### src/rtl/adc_serial_pkg.sv
package adc_serial_pkg;

  typedef logic [4:0] cnt_t;

  localparam cnt_t FALLS_FRAME = 5'd16;
  localparam cnt_t FALLS_SHORT = 5'd14;
  localparam cnt_t FALL_DIN    = 5'd3;
  localparam cnt_t FALL_PD_LO  = 5'd2;
  localparam cnt_t FALL_WAKE   = 5'd10;
  localparam cnt_t FALL_TRACK  = 5'd13;

  typedef enum logic [1:0] {
    PWR_NORMAL = 2'd0,
    PWR_DOWN   = 2'd1,
    PWR_WAKE   = 2'd2
  } pwr_e;

  // Result word: two zeros, ID, zero, then the code (short codes padded below).
  function automatic logic [15:0] make_frame(input logic id, input logic [11:0] code,
                                             input logic short_res);
    if (short_res) return {2'b00, id, 1'b0, code[9:0], 2'b00};
    return {2'b00, id, 1'b0, code};
  endfunction

  // Rise in this window of fall counts sends a powered device down.
  function automatic logic in_pd_window(input cnt_t n);
    return (n >= FALL_PD_LO) && (n < FALL_WAKE);
  endfunction

endpackage

### src/rtl/adc_pin_edge.sv
module adc_pin_edge #(
  parameter logic INIT = 1'b1
) (
  input  logic clk,
  input  logic rst_n,
  input  logic pin,
  output logic rise,
  output logic fall
);
  logic pin_q;

  always_ff @(posedge clk or negedge rst_n) begin
    if (!rst_n) pin_q <= INIT;
    else        pin_q <= pin;
  end

  assign rise = pin & ~pin_q;
  assign fall = ~pin & pin_q;
endmodule

### src/rtl/adc_pwr_ctrl.sv
module adc_pwr_ctrl
  import adc_serial_pkg::*;
(
  input  logic clk,
  input  logic rst_n,
  input  logic start_ev,
  input  logic wake_ev,
  input  logic early_rise,
  input  cnt_t cnt,
  output pwr_e state
);
  pwr_e state_nxt;

  always_comb begin
    state_nxt = state;
    unique case (state)
      PWR_NORMAL: if (early_rise && in_pd_window(cnt)) state_nxt = PWR_DOWN;
      PWR_DOWN:   if (start_ev) state_nxt = PWR_WAKE;
      PWR_WAKE: begin
        if (wake_ev)         state_nxt = PWR_NORMAL;
        else if (early_rise) state_nxt = PWR_DOWN;
      end
      default:    state_nxt = PWR_NORMAL;
    endcase
  end

  always_ff @(posedge clk or negedge rst_n) begin
    if (!rst_n) state <= PWR_NORMAL;
    else        state <= state_nxt;
  end

  assert_down_hold_R9: assert property (@(posedge clk) disable iff (!rst_n)
    (state == PWR_DOWN && !start_ev) |=> state == PWR_DOWN);
  assert_wake_entry_R9: assert property (@(posedge clk) disable iff (!rst_n)
    $rose(state == PWR_WAKE) |-> $past(state) == PWR_DOWN);
  assert_no_early_down_R8: assert property (@(posedge clk) disable iff (!rst_n)
    (state == PWR_NORMAL && early_rise && cnt < FALL_PD_LO) |=> state == PWR_NORMAL);
endmodule

### src/rtl/adc_frame_shift.sv
module adc_frame_shift #(
  parameter int WORD = 16
) (
  input  logic            clk,
  input  logic            rst_n,
  input  logic            load,
  input  logic [WORD-1:0] word,
  input  logic            shift,
  input  logic            stop,
  output logic            dout,
  output logic            dout_oe
);
  logic [WORD-1:0] sr;

  always_ff @(posedge clk or negedge rst_n) begin
    if (!rst_n) begin
      sr      <= '0;
      dout_oe <= 1'b0;
    end else if (load) begin
      sr      <= word;
      dout_oe <= 1'b1;
    end else begin
      if (shift) sr <= {sr[WORD-2:0], 1'b0};
      if (stop)  dout_oe <= 1'b0;
    end
  end

  assign dout = dout_oe & sr[WORD-1];

  assert_lead_zero_R3: assert property (@(posedge clk) disable iff (!rst_n)
    $rose(dout_oe) |-> !dout);
  assert_quiet_off_R4: assert property (@(posedge clk) disable iff (!rst_n)
    !dout_oe |-> !dout);
endmodule

### src/rtl/adc_serial_slave.sv
module adc_serial_slave
  import adc_serial_pkg::*;
#(
  parameter int RES_BITS = 12
) (
  input  logic                clk,
  input  logic                rst_n,
  input  logic                cs_n,
  input  logic                sclk,
  input  logic                din,
  input  logic [RES_BITS-1:0] code_ch0,
  input  logic [RES_BITS-1:0] code_ch1,
  output logic                sample_stb,
  output logic                sample_ch,
  output logic                dout,
  output logic                dout_oe,
  output logic [1:0]          pwr_state,
  output logic                data_valid,
  output logic                track
);
  localparam logic SHORT_RES = (RES_BITS != 12);

  // Named internal events
  logic cs_rise, cs_fall, sclk_rise_raw, sclk_fall_raw;
  logic fall_ev, frame_done_ev, early_rise, short_done, abort_ev, commit_ev;
  logic din_ev, wake_ev, track_ev;

  logic  active, next_ch, cur_ch;
  cnt_t  cnt, cnt_nxt;
  pwr_e  pstate;
  logic [11:0] code12;
  logic [RES_BITS-1:0] sel_code;

  adc_pin_edge #(.INIT(1'b1)) u_cs_edge (
    .clk(clk), .rst_n(rst_n), .pin(cs_n), .rise(cs_rise), .fall(cs_fall));
  adc_pin_edge #(.INIT(1'b0)) u_sclk_edge (
    .clk(clk), .rst_n(rst_n), .pin(sclk), .rise(sclk_rise_raw), .fall(sclk_fall_raw));

  assign cnt_nxt       = cnt + 5'd1;
  assign fall_ev       = sclk_fall_raw & ~cs_n & active;
  assign frame_done_ev = fall_ev && (cnt_nxt == FALLS_FRAME);
  assign early_rise    = cs_rise & active;
  assign short_done    = early_rise & SHORT_RES & (cnt >= FALLS_SHORT);
  assign abort_ev      = early_rise & ~short_done;
  assign commit_ev     = frame_done_ev | short_done;
  assign din_ev        = fall_ev && (cnt_nxt == FALL_DIN);
  assign wake_ev       = fall_ev && (cnt_nxt == FALL_WAKE);
  assign track_ev      = sclk_rise_raw & active & (cnt == FALL_TRACK);

  assign sel_code = cur_ch ? code_ch1 : code_ch0;

  generate
    if (RES_BITS == 12) begin : g_full
      assign code12 = sel_code;
    end else begin : g_short
      assign code12 = {{(12-RES_BITS){1'b0}}, sel_code};
    end
  endgenerate

  always_ff @(posedge clk or negedge rst_n) begin
    if (!rst_n) begin
      active     <= 1'b0;
      cnt        <= '0;
      next_ch    <= 1'b0;
      cur_ch     <= 1'b0;
      data_valid <= 1'b0;
      track      <= 1'b1;
      sample_stb <= 1'b0;
      sample_ch  <= 1'b0;
    end else begin
      sample_stb <= cs_fall;
      if (cs_fall) begin
        active     <= 1'b1;
        cnt        <= '0;
        track      <= 1'b0;
        sample_ch  <= cur_ch;
        data_valid <= (pstate == PWR_NORMAL);
      end else begin
        if (fall_ev) cnt <= cnt_nxt;
        if (frame_done_ev || early_rise) begin
          active     <= 1'b0;
          data_valid <= 1'b0;
        end
        if (track_ev || early_rise) track <= 1'b1;
      end
      if (din_ev)    next_ch <= din;
      if (commit_ev) cur_ch  <= next_ch;
    end
  end

  adc_pwr_ctrl u_pwr (
    .clk(clk), .rst_n(rst_n), .start_ev(cs_fall), .wake_ev(wake_ev),
    .early_rise(early_rise), .cnt(cnt), .state(pstate));

  assign pwr_state = pstate;

  adc_frame_shift #(.WORD(16)) u_shift (
    .clk(clk), .rst_n(rst_n), .load(cs_fall),
    .word(make_frame(cur_ch, code12, SHORT_RES)),
    .shift(fall_ev), .stop(frame_done_ev | early_rise),
    .dout(dout), .dout_oe(dout_oe));

  assert_cnt_bound_R4: assert property (@(posedge clk) disable iff (!rst_n)
    cnt <= FALLS_FRAME);
  assert_oe_end_R4: assert property (@(posedge clk) disable iff (!rst_n)
    $fell(dout_oe) |-> $past(frame_done_ev || early_rise));
  assert_abort_oe_R5: assert property (@(posedge clk) disable iff (!rst_n)
    abort_ev |=> !dout_oe);
  assert_id_hold_R7: assert property (@(posedge clk) disable iff (!rst_n)
    !commit_ev |=> $stable(cur_ch));
  assert_stb_pulse_R2: assert property (@(posedge clk) disable iff (!rst_n)
    sample_stb |=> !sample_stb);
  assert_valid_src_R9: assert property (@(posedge clk) disable iff (!rst_n)
    $rose(data_valid) |-> $past(pstate) == PWR_NORMAL);
  assert_track_back_R10: assert property (@(posedge clk) disable iff (!rst_n)
    $rose(track) |-> $past(track_ev || early_rise));
  assert_first_edge_R11: assert property (@(posedge clk) disable iff (!rst_n)
    cs_fall |=> cnt == 5'd0);
endmodule

### config.mk
export PLATFORM = sky130hd
export DESIGN_NAME = adc_serial_slave
export DESIGN_NICKNAME = d
export VERILOG_FILES = /design/src/rtl/adc_serial_pkg.sv /design/src/rtl/adc_pin_edge.sv /design/src/rtl/adc_pwr_ctrl.sv /design/src/rtl/adc_frame_shift.sv /design/src/rtl/adc_serial_slave.sv
export SDC_FILE = /design/constraint.sdc
export NUM_CORES = 1
export LEC_CHECK = 0
export ABC_CLOCK_PERIOD_IN_PS = 4900
export BUFFER_PORTS_ARGS = -buffer_cell sky130_fd_sc_hd__buf_2
export CAP_MARGIN = 25
export CORE_ASPECT_RATIO = 0.8
export CORE_MARGIN = 2
export CORE_UTILIZATION = 50
export DETAILED_ROUTE_END_ITERATION = 12
export PLACE_DENSITY_LB_ADDON = 0.2
export REMOVE_ABC_BUFFERS = 1
export SKIP_LAST_GASP = 1
export SYNTH_ARGS = -nofsm -noshare
export SYNTH_HDL_FRONTEND = slang
export SYNTH_SLANG_ARGS = --single-unit
### constraint.sdc
create_clock -name clk -period 4.9 [get_ports clk]
set_input_delay 0.245 -clock clk [delete_from_list [all_inputs] [get_ports clk]]
set_output_delay 0.245 -clock clk [all_outputs]
set_load 0.1 [all_outputs]
==> summary.txt, run 1 <==
Status
  • Status: finished clean

Synth
  • Mean Syn Cell Area: 10.89 µm²
  • Ys async rst share: 100.0%
  • Post-synthesis sequential area ratio: 50.16%
  • Syn Inst Count: 147
  • Share of the synthesized area in the top cell type: 46.88%
  • Top_reg_cell synth: dfrtp_1
  • Synth top area cells: dfrtp_1 (47%), mux2i_1 (7.5%), a221o_1 (6.3%)
  • Synth Warn #: 0
  • #FFs+latches synth: 32
  • Post-synth EDFFs: 0
  • Yosys top cell by area: dfrtp_1
  • Cell variety after synth: 38
  • Mapped Area: 1602 µm²

Layout
  • Multi-input logic area: 737.0 µm²
  • Antenna cells: 0
  • Max reg flops: 16
  • Layout cell share with drive strength beyond 1: 30.27%
  • Fin nets: 217
  • Fill count: 260
  • Reg with most FFs: u_shift.sr
  • Area grow syn2layout: 20.55%
  • Largest registers: u_shift.sr (16), cnt (5), u_pwr.state (2)
  • Storage cell area: 803.3 µm²
  • Post-Layout Inst Area: 1931 µm²

Global routing
  • First-pass GRT wire length: 5037 µm
  • Overall Global Routing Usage: 19.10%
  • Gr busiest metal: met2
  • Met2 Resource Use GR: 30.69%
  • Global route total overflow: 0
  • Initial antenna violation count: 0
  • Met3 capacity usage during global routing: 4.527%
  • Vias in the first global route: 1,098
  • M1 GR Usage: 25.36%
  • Largest net degree at the start of global routing: 33

Die
  • Core Region: 3063 µm²
  • Ports: 37
  • Starting density of the core: 52.29%
  • Full die area: 3675 µm²
  • Die X: 67.28 µm
  • Die Y: 54.62 µm
  • Site Rows: 18

Drt
  • Post-route ant nets: 0
  • Via/cell ratio: 5.538
  • Drt drc: 0
  • Initial drt markers: 141
  • Pre-Repair DR Iteration Count: 4
  • Vias: 1,246
  • DRT Wirelength: 3242 µm
  • Wire per inst: 14.41 µm

Power and ir drop
  • Power Total: 0.0007276 W
  • Max IR drop VDD: 282.1 µV
  • Power per cell area: 376.9 nW/µm²
  • Leak: 0.9075 nW

STA
  • Maximum clock frequency: 0.5856 GHz
  • Worst hold slack: 0.005745 ns
  • Skew final: 0.005998 ns
  • Setup_tns: 0 ns
  • Final setup viols: 0
  • Relative slew slack: 49.46%
  • Slew Limit Fails: 0
  • Setup repair after global routing missed its margin: false
  • Final-report hold violation count: 0
  • Fin crit period: 1.708 ns
  • Least-Margin Pin Slew: 0.7580 ns
  • Fin crit share: 34.85%
  • PnR worst setup slack: 3.192 ns

Placed design
  • Placed cell area: 1804 µm²
  • Worst slack at placement: 3.190 ns
  • Port Buffer Count: 36
  • GP Congestion: 0.8269
  • Hpwl dp: 2308 µm

Min path
  • Worst Hold Class: input pin to async pin

Critical path
  • Largest delay share family, worst path: flip-flops
  • Worst Path Required: 5.06 ns
  • Reg-to-reg startpoint: cnt[1]
  • CP Launch Point: cnt[1]
  • Worst path slowest cell: dfrtp_1
  • Arrival time at the worst endpoint: 1.87 ns
  • Critical Path Stages: 5
  • CP endpoint kind: flop
  • WP buf/inv: 0
  • Reg2Reg Depth: 5
  • Critical Path Fanout Max: 8
  • Worst path cell trace: ha_1 -> nand3_1 -> xnor2_1 -> nand4_1 -> mux2_1
  • Worst setup SP type: flop
  • CP max stage delay: 0.47 ns
  • WS Path Type: flop to flop

CTS
  • TritonCTS clock tree: yes
  • Worst-path clk slew: 0.07 ns
  • Clk sink count: 32
  • Clk Latency, worst-skew pair: 0.28 ns
  • Clk root buf: clkbuf_8
  • PostCTS Resize Cnt: 0
  • Total CTS buffers: 5
  • Cts hold-fix bufs: 0
  • Setup Fix Bufs, Post-CTS: 0
  • CTS H-tree depth: 2
  • Clk buf depth: 2

Run
  • Max_cap viols: 0
==> cells by family (layout without fill, tap and decap cells) <==
| family | Yosys count | count (layout) | share of synthesized area (%) |
|---|---|---|---|
| adders and majority gates | 5 | 5 | 3.828 |
| xor gates and xnor gates | 5 | 5 | 2.735 |
| muxes | 14 | 14 | 8.906 |
| AOI/OAI and AO/OA | 30 | 30 | 15.39 |
| and+or+nand+nor | 47 | 47 | 15.16 |
| buffers and inverters | 14 | 52 | 3.828 |
| DFF | 32 | 32 | 50.16 |
==> area by class of cell <==
class                   instances  area share, %
repair buffers                 37          9.721
clock inverters                 1          1.555
inverters                       7          1.361
well taps                      40          2.592
flip-flops and latches         32          41.61
clock buffers                   7          4.990
multi-input cells             101          38.17
==> path summary, 6_finish.rpt <==
check,slack [ns],endpoint
max in group asynchronous,4.44,cnt[1]
min in group clk,0.13,u_sclk_edge.pin_q
hold / removal,0.006,u_shift.sr[2]
setup / recovery,3.19,cur_ch
setup reg to reg,3.19,cur_ch
hold reg to reg,0.48,sample_ch
==> power by group <==
part | switching [W] | internal [W] | total, W
clock | 0.0000949 | 0.000179 | 0.000274
combinational | 0.000101 | 0.0000411 | 0.000142
sequential | 0.0000206 | 0.000291 | 0.000311
total | 0.000217 | 0.000511 | 0.000728
==> stage by stage <==
stage | instances | utilization [%]
after floorplan | 140 | -
after global placement | 216 | 58.66
after detailed placement | 217 | 58.91
after CTS | 225 | 63.03
after global routing | 225 | 63.03
final | 225 | 63.03
==> metal layers <==
metal	vias up	share of wire (%)	wire length [µm]
met2	41	47	1539
li1	613	-	-
met1	587	46	1494
met3	5	5.2	170
met5	-	0	0
met4	0	1.1	37
==> worst reg2reg max path, stage by stage, from the launching register on <==
cell and delay [ns]:
dfrtp_1 0.47, ha_1 0.25, nand3_1 0.14, xnor2_1 0.24, nand4_1 0.17, mux2_1 0.33
==> Yosys cell counts (3+ instances only) <==
cell type  number
nand2_1        14
nor2b_1         3
a221o_1        10
mux2i_1        12
buf_2           7
o21ai_0         5
dfrtp_1        30
inv_1           4
a22o_1          3
xor2_1          3
ha_1            4
nor2_1         14
inv_2           3
==> layout by cell type (no fill, tap or decap), drive strengths merged, types with 3 or more instances in the layout <==
| master | n |
|---|---|
| o21ai | 8 |
| dfrtp | 30 |
| buf | 37 |
| a22o | 3 |
| clkbuf | 7 |
| nor2b | 3 |
| nor2 | 14 |
| a221o | 10 |
| xor2 | 3 |
| inv | 7 |
| ha | 4 |
| nand2 | 14 |
| mux2i | 12 |
Note: power is estimated with default switching activity, not from simulation.
==> run 2: changes to the inputs <==
Settings changed: ABC_CLOCK_PERIOD_IN_PS 4900 to 1370, CORE_UTILIZATION 50 to 48.
Clock period 4.9 ns to 1.37 ns, I/O delays scaled along.
==> run 2 against run 1 <==
Net effect: fmax up 8.0%; the flow now finishes with violations (setup timing); core utilization increased by 12 points; combinational power increased to 4.3 times the previous value; sequential share of layout area fell by 7.5 points.
==> summary.txt, run 2 (same netlist as run 1, synthesis figures left out) <==
Critical path
  • Critical Path Fanout Max: 4 (was 8)
  • Worst setup SP type: flop (unchanged)
  • Setup crit end: u_pwr.state[1] (was cur_ch)
  • Reg-to-reg startpoint: cnt[1] (unchanged)
  • Worst Path Required: 1.55 ns (was 5.06 ns)
  • Reg2Reg Depth: 6 (was 5)
  • Arrival time at the worst endpoint: 1.76 ns (was 1.87 ns)
  • CP max stage delay: 0.41 ns (was 0.47 ns)
  • Critical R2R Capture: u_pwr.state[1] (was cur_ch)
  • WS Path Type: flop to flop (unchanged)
  • Reg2reg setup slack: -0.21 ns (was 3.19 ns)
  • Worst path cell trace: buf_4 -> nand3_2 -> xor2_2 -> buf_4 -> nand4b_1 -> a32o_1 (was ha_1 -> nand3_1 -> xnor2_1 -> nand4_1 -> mux2_1)
  • Top cell by count, worst path: buf_4
  • CP endpoint kind: flop (unchanged)
  • CP Launch Point: cnt[1] (unchanged)
  • Worst path slowest cell: dfrtp_1 (unchanged)

STA
  • Fin crit share: 115.4% (was 34.85%)
  • Setup repair after global routing missed its margin: true (was false)
  • Skew final: 0.003669 ns (was 0.005998 ns)
  • Setup_tns: -1.633 ns (was 0 ns)
  • Final setup viols: 24 (was 0)
  • Relative slew slack: 51.39% (was 49.46%)
  • Worst hold slack: 0.01806 ns (was 0.005745 ns)
  • Maximum clock frequency: 0.6325 GHz (was 0.5856 GHz)
  • Final-report hold violation count: 0 (unchanged)
  • Least-Margin Pin Slew: 0.7291 ns (was 0.7580 ns)
  • Fin crit period: 1.581 ns (was 1.708 ns)
  • PnR worst setup slack: -0.2111 ns (was 3.192 ns)
  • Slew Limit Fails: 0 (unchanged)

Drt
  • Wire per inst: 17.79 µm (was 14.41 µm)
  • Via/cell ratio: 5.944 (was 5.538)
  • DRT Wirelength: 4482 µm (was 3242 µm)
  • Initial drt markers: 115 (was 141)
  • Vias: 1,498 (was 1,246)
  • Pre-Repair DR Iteration Count: 4 (unchanged)
  • Drt drc: 0 (unchanged)
  • Post-route ant nets: 0 (unchanged)

Layout
  • Max reg flops: 16 (unchanged)
  • Largest registers: u_shift.sr (16), cnt (5), u_pwr.state (2) (unchanged)
  • Most frequent cells in the layout: buf_2 (35), dfrtp_1 (29), buf_4 (18) (was buf_2 (36), dfrtp_1 (30), nand2_1 (14), nor2_1 (14), mux2i_1 (12))
  • Commonest non-fill, non-tap cell in the layout: buf_2 (unchanged)
  • Reg with most FFs: u_shift.sr (unchanged)
  • Post-Layout Inst Area: 2360 µm² (was 1931 µm²)
  • Fin nets: 244 (was 217)
  • Antenna cells: 0 (unchanged)
  • Area grow syn2layout: 47.34% (was 20.55%)
  • Layout cell share with drive strength beyond 1: 45.75% (was 30.27%)

Die
  • Starting density of the core: 51.16% (was 52.29%)
  • Core Region: 3131 µm² (was 3063 µm²)
  • Ports: 37 (unchanged)
  • Full die area: 3818 µm² (was 3675 µm²)
  • Die Y: 55.67 µm (was 54.62 µm)
  • Die X: 68.58 µm (was 67.28 µm)
  • Site Rows: 18 (unchanged)

CTS
  • Clk root buf: clkbuf_8 (unchanged)
  • CTS H-tree depth: 2 (unchanged)
  • Clk Latency, worst-skew pair: 0.29 ns (was 0.28 ns)
  • Clk sink count: 32 (unchanged)
  • TritonCTS clock tree: yes (unchanged)
  • Worst-path clk slew: 0.07 ns (about the same)
  • Clk buf depth: 2 (unchanged)
  • Total CTS buffers: 5 (unchanged)

Placed design
  • Placed cell area: 1972 µm² (was 1804 µm²)
  • Hpwl dp: 2749 µm (was 2308 µm)
  • GP Congestion: 0.8179 (was 0.8269)
  • Port Buffer Count: 36 (unchanged)

Power and ir drop
  • Leak: 1.110 nW (was 0.9075 nW)
  • Power per cell area: 1154 nW/µm² (was 376.9 nW/µm²)
  • Power Total: 0.002724 W (was 0.0007276 W)
  • Max IR drop VDD: 848.3 µV (was 282.1 µV)

Global routing
  • Vias in the first global route: 1,416 (was 1,098)
  • First-pass GRT wire length: 6720 µm (was 5037 µm)
  • Initial antenna violation count: 0 (unchanged)
  • Global route total overflow: 0 (unchanged)
  • Largest net degree at the start of global routing: 33 (unchanged)
  • Overall Global Routing Usage: 24.08% (was 19.10%)

Run
  • Max_cap viols: 0 (unchanged)

Min path
  • Worst Hold Class: input pin to flop (was input pin to async pin)

Status
  • Status: complete, but fails checks (was finished clean)
  • Failing checks: setup timing
run 2: cell types whose count changed in the layout (fill, tap and decap cells not counted), moves of 3 or more:
cell,delta
buf_12,+4
dlygate4sd3_1,+3
buf_4,+17
nand2_1,-3
nand2_4,+3
run 2: critical path: cells and delay by family, from the launching register on:
family / cells / cell delay, ns
flops: 1 / 0.41
buf+inv: 2 / 0.32
simple gates: 2 / 0.30
compound gates: 1 / 0.26
xor+xnor: 1 / 0.18
run 2: worst min path at each step:
stage | slack (ns) | depth (start not counted) | from | endpoint
2_1_floorplan | -0.23 | 0 | rst_n | active
3_3_place_gp | 0.15 | 1 | rst_n | cnt[1]
3_5_place_dp | 0.17 | 1 | rst_n | cnt[4]
4_1_cts | 0.007 | 2 | din | next_ch
5_1_grt | 0.02 | 2 | din | next_ch
6_report | 0.02 | 2 | din | next_ch
run 2: power breakdown:
group	internal, W	switching, W
Sequential	0.00104	0.0000791
Combinational	0.000206	0.000404
Clock	0.000641	0.000354
run 2: per-layer routing:
metal	GRT usage [%]	up-vias	routed length, µm	share of wire [%]
li1	-	663	-	-
met1	32.45	755	1795	40
met2	38.32	69	2273	51
met3	5.061	11	316	7.1
met4	7.714	0	97	2.2
met5	0	-	0	0
run 2: layout make-up:
cell class	instances	area [µm²]
Multi-Input combinational cell	101	859.6
Inverter	7	26.28
Clock inverter	1	30.03
Timing Repair Buffer	64	493.0
Fill cell	186	770.7
Clock buffer	7	96.34
Sequential cell	32	804.5
Tap cell	40	50.05
run 2: per-stage QoR:
stage / setup WS, ns / util [%] / instances
floorplan: -0.8141 / - / 140
global placement: -0.2035 / 62.99 / 234
detailed placement: -0.3444 / 62.99 / 234
CTS: -0.1664 / 70.30 / 248
global route: -0.2401 / 75.38 / 252
finish: -0.2111 / 75.38 / 252
run 2: what timing repair did:
action | in CTS | in global routing
endpoints found under the hold margin | 32 | 0
setup buffers | 3 | 2
hold buffers | 3 | 0
pin swaps | 6 | 14
setup endpoints to repair | 7 | 21
gates resized for setup | 9 | 18
gates cloned | 0 | 3
==> run 3: changes to the inputs <==
Settings changed: SETUP_SLACK_MARGIN set to 0.15.
==> run 3 against run 2 <==
Net effect: the run still ends with setup timing left; clock skew grew 0.0040 ns; routed wire length grew 33%; first-iteration DRC count grew 3.5%; global-route usage grew 5.5 points; cell count grew 5.6%; via count grew 10%.
==> summary.txt, run 3 (same netlist as run 1, synthesis figures left out) <==
Status
  • Status: complete, but fails checks (unchanged)
  • Failing checks: setup timing (unchanged)

Layout
  • Most frequent cells in the layout: buf_2 (31), dfrtp_1 (29), buf_4 (22) (was buf_2 (35), dfrtp_1 (29), buf_4 (18))
  • Commonest non-fill, non-tap cell in the layout: buf_2 (unchanged)
  • Layout cell share with drive strength beyond 1: 54.42% (was 45.75%)
  • Antenna cells: 0 (unchanged)
  • Area grow syn2layout: 64.06% (was 47.34%)
  • Max reg flops: 16 (unchanged)
  • Storage cell area: 804.5 µm² (unchanged)
  • Multi-input logic area: 934.6 µm² (was 859.6 µm²)
  • Fill count: 148 (was 186)
  • Fin nets: 258 (was 244)
  • Reg with most FFs: u_shift.sr (unchanged)
  • Largest registers: u_shift.sr (16), cnt (5), u_pwr.state (2) (unchanged)

Critical path
  • Arrival time at the worst endpoint: 1.80 ns (was 1.76 ns)
  • Critical R2R Capture: cur_ch (was u_pwr.state[1])
  • WS Path Type: flop to flop (unchanged)
  • Setup crit end: cur_ch (was u_pwr.state[1])
  • Worst Path Required: 1.55 ns (about the same)
  • Reg-to-reg startpoint: cnt[0] (was cnt[1])
  • CP endpoint kind: flop (unchanged)
  • CP Launch Point: cnt[0] (was cnt[1])
  • Critical Path Fanout Max: 4 (unchanged)
  • Worst setup SP type: flop (unchanged)
  • Reg2Reg Depth: 5 (was 6)
  • Reg2reg setup slack: -0.26 ns (was -0.21 ns)

STA
  • Least-Margin Pin Slew: 0.7449 ns (was 0.7291 ns)
  • Slew Limit Fails: 0 (unchanged)
  • Maximum clock frequency: 0.6146 GHz (was 0.6325 GHz)
  • Setup repair after global routing missed its margin: true (unchanged)
  • Fin crit period: 1.627 ns (was 1.581 ns)
  • Final setup viols: 26 (was 24)
  • Skew final: 0.007686 ns (was 0.003669 ns)
  • Worst hold slack: 0.03779 ns (was 0.01806 ns)
  • Final-report hold violation count: 0 (unchanged)
  • Fin crit share: 118.8% (was 115.4%)
  • Setup_tns: -2.995 ns (was -1.633 ns)
  • PnR worst setup slack: -0.2572 ns (was -0.2111 ns)
  • Relative slew slack: 50.34% (was 51.39%)

Die
  • Ports: 37 (unchanged)
  • Die X: 68.58 µm (unchanged)
  • Starting density of the core: 51.16% (unchanged)
  • Die Y: 55.67 µm (unchanged)
  • Full die area: 3818 µm² (unchanged)
  • Core Region: 3131 µm² (unchanged)
  • Site Rows: 18 (unchanged)

Drt
  • Initial drt markers: 119 (was 115)
  • Vias: 1,648 (was 1,498)
  • Wire per inst: 22.40 µm (was 17.79 µm)
  • Post-route ant nets: 0 (unchanged)
  • Drt drc: 0 (unchanged)
  • Pre-Repair DR Iteration Count: 4 (unchanged)
  • DRT Wirelength: 5959 µm (was 4482 µm)
  • Via/cell ratio: 6.195 (was 5.944)

CTS
  • Clk root buf: clkbuf_8 (unchanged)
  • TritonCTS clock tree: yes (unchanged)
  • CTS H-tree depth: 2 (unchanged)
  • Clk sink count: 32 (unchanged)
  • Clk Latency, worst-skew pair: 0.29 ns (about the same)
  • Worst-path clk slew: 0.07 ns (about the same)
  • Total CTS buffers: 5 (unchanged)
  • Clk buf depth: 2 (unchanged)

Placed design
  • GP Congestion: 0.8179 (unchanged)
  • Hpwl dp: 2749 µm (unchanged)
  • Port Buffer Count: 36 (unchanged)
  • Worst slack at placement: -0.3444 ns (unchanged)

Power and ir drop
  • Leak: 1.232 nW (was 1.110 nW)
  • Power per cell area: 1103 nW/µm² (was 1154 nW/µm²)
  • Max IR drop VDD: 901.7 µV (was 848.3 µV)

Global routing
  • Met2 Resource Use GR: 49.86% (was 38.32%)
  • Global route total overflow: 0 (unchanged)
  • Vias in the first global route: 1,693 (was 1,416)
  • M1 GR Usage: 34.13% (was 32.45%)
  • Gr busiest metal: met2 (unchanged)
  • Overall Global Routing Usage: 29.59% (was 24.08%)
  • First-pass GRT wire length: 8093 µm (was 6720 µm)
  • Largest net degree at the start of global routing: 33 (unchanged)
  • Initial antenna violation count: 0 (unchanged)
  • Met3 capacity usage during global routing: 9.312% (was 5.061%)

Run
  • Max_cap viols: 0 (unchanged)

Min path
  • Worst Hold Class: input pin to flop (unchanged)
==> run 3: cell count changes in the layout (fill, tap and decap cells not counted), moves of 2 or more <==
cell,delta
buf_4,+4
buf_6,+12
buf_16,+2
nand2_1,-4
buf_2,-4
nand2_4,+2
o21ai_2,+2
==> run 3: layer usage <==
metal / vias up / wire (µm)
met5: - / 0
met4: 0 / 349
met3: 40 / 481
met2: 117 / 2904
met1: 799 / 2223
li1: 692 / -
==> run 3: how the worst min path moves through the flow <==
stage	start	endpoint	cells past startpoint
after floorplan	rst_n	active	0
after global placement	rst_n	cnt[1]	1
after detailed placement	rst_n	cnt[4]	1
after CTS	din	next_ch	2
after global routing	din	next_ch	2
final	din	next_ch	2
==> run 3: layout make-up <==
| type | count | share of cell area (%) |
|---|---|---|
| clock buffer | 7 | 3.667 |
| clock inverter | 1 | 1.143 |
| inverter | 7 | 1.095 |
| multi-input combinational | 101 | 35.57 |
| sequential | 32 | 30.62 |
| tap | 40 | 1.905 |
| timing repair buffer | 78 | 26.00 |
==> run 3: critical path: stages, from the launching register on <==
cell and delay [ns]:
dfrtp_1 0.42, ha_4 0.20, xnor2_2 0.16, and2_4 0.20, nand4_1 0.18, mux2_4 0.34
==> run 3: what timing repair did <==
action,4_1_cts,5_1_grt
cloned,4,0
endpoints found under the setup margin,33,31
buffers inserted,13,4
hold buffers,3,0
pin swaps,14,14
endpoints found under the hold margin,32,0
gates resized for setup,43,32
==> run 3: power by group <==
| part | total [W] | leakage (nW) | switching, W | internal, W |
|---|---|---|---|---|
| logic | 0.000762 | 0.758 | 0.000464 | 0.000297 |
| clock network | 0.00102 | 0.0645 | 0.000375 | 0.000642 |
| registers | 0.00112 | 0.410 | 0.0000804 | 0.00104 |
==> run 3: through the flow <==
step           power, W  instance area (µm²)  utilization (%)  cells
2_1_floorplan  0.001494                 1567                -    140
3_3_place_gp   0.001661                 1972            62.99    234
3_5_place_dp   0.001679                 1972            62.99    234
4_1_cts        0.002800                 2462            78.66    262
5_1_grt        0.002991                 2628            83.93    266
6_report       0.002898                 2628            83.93    266
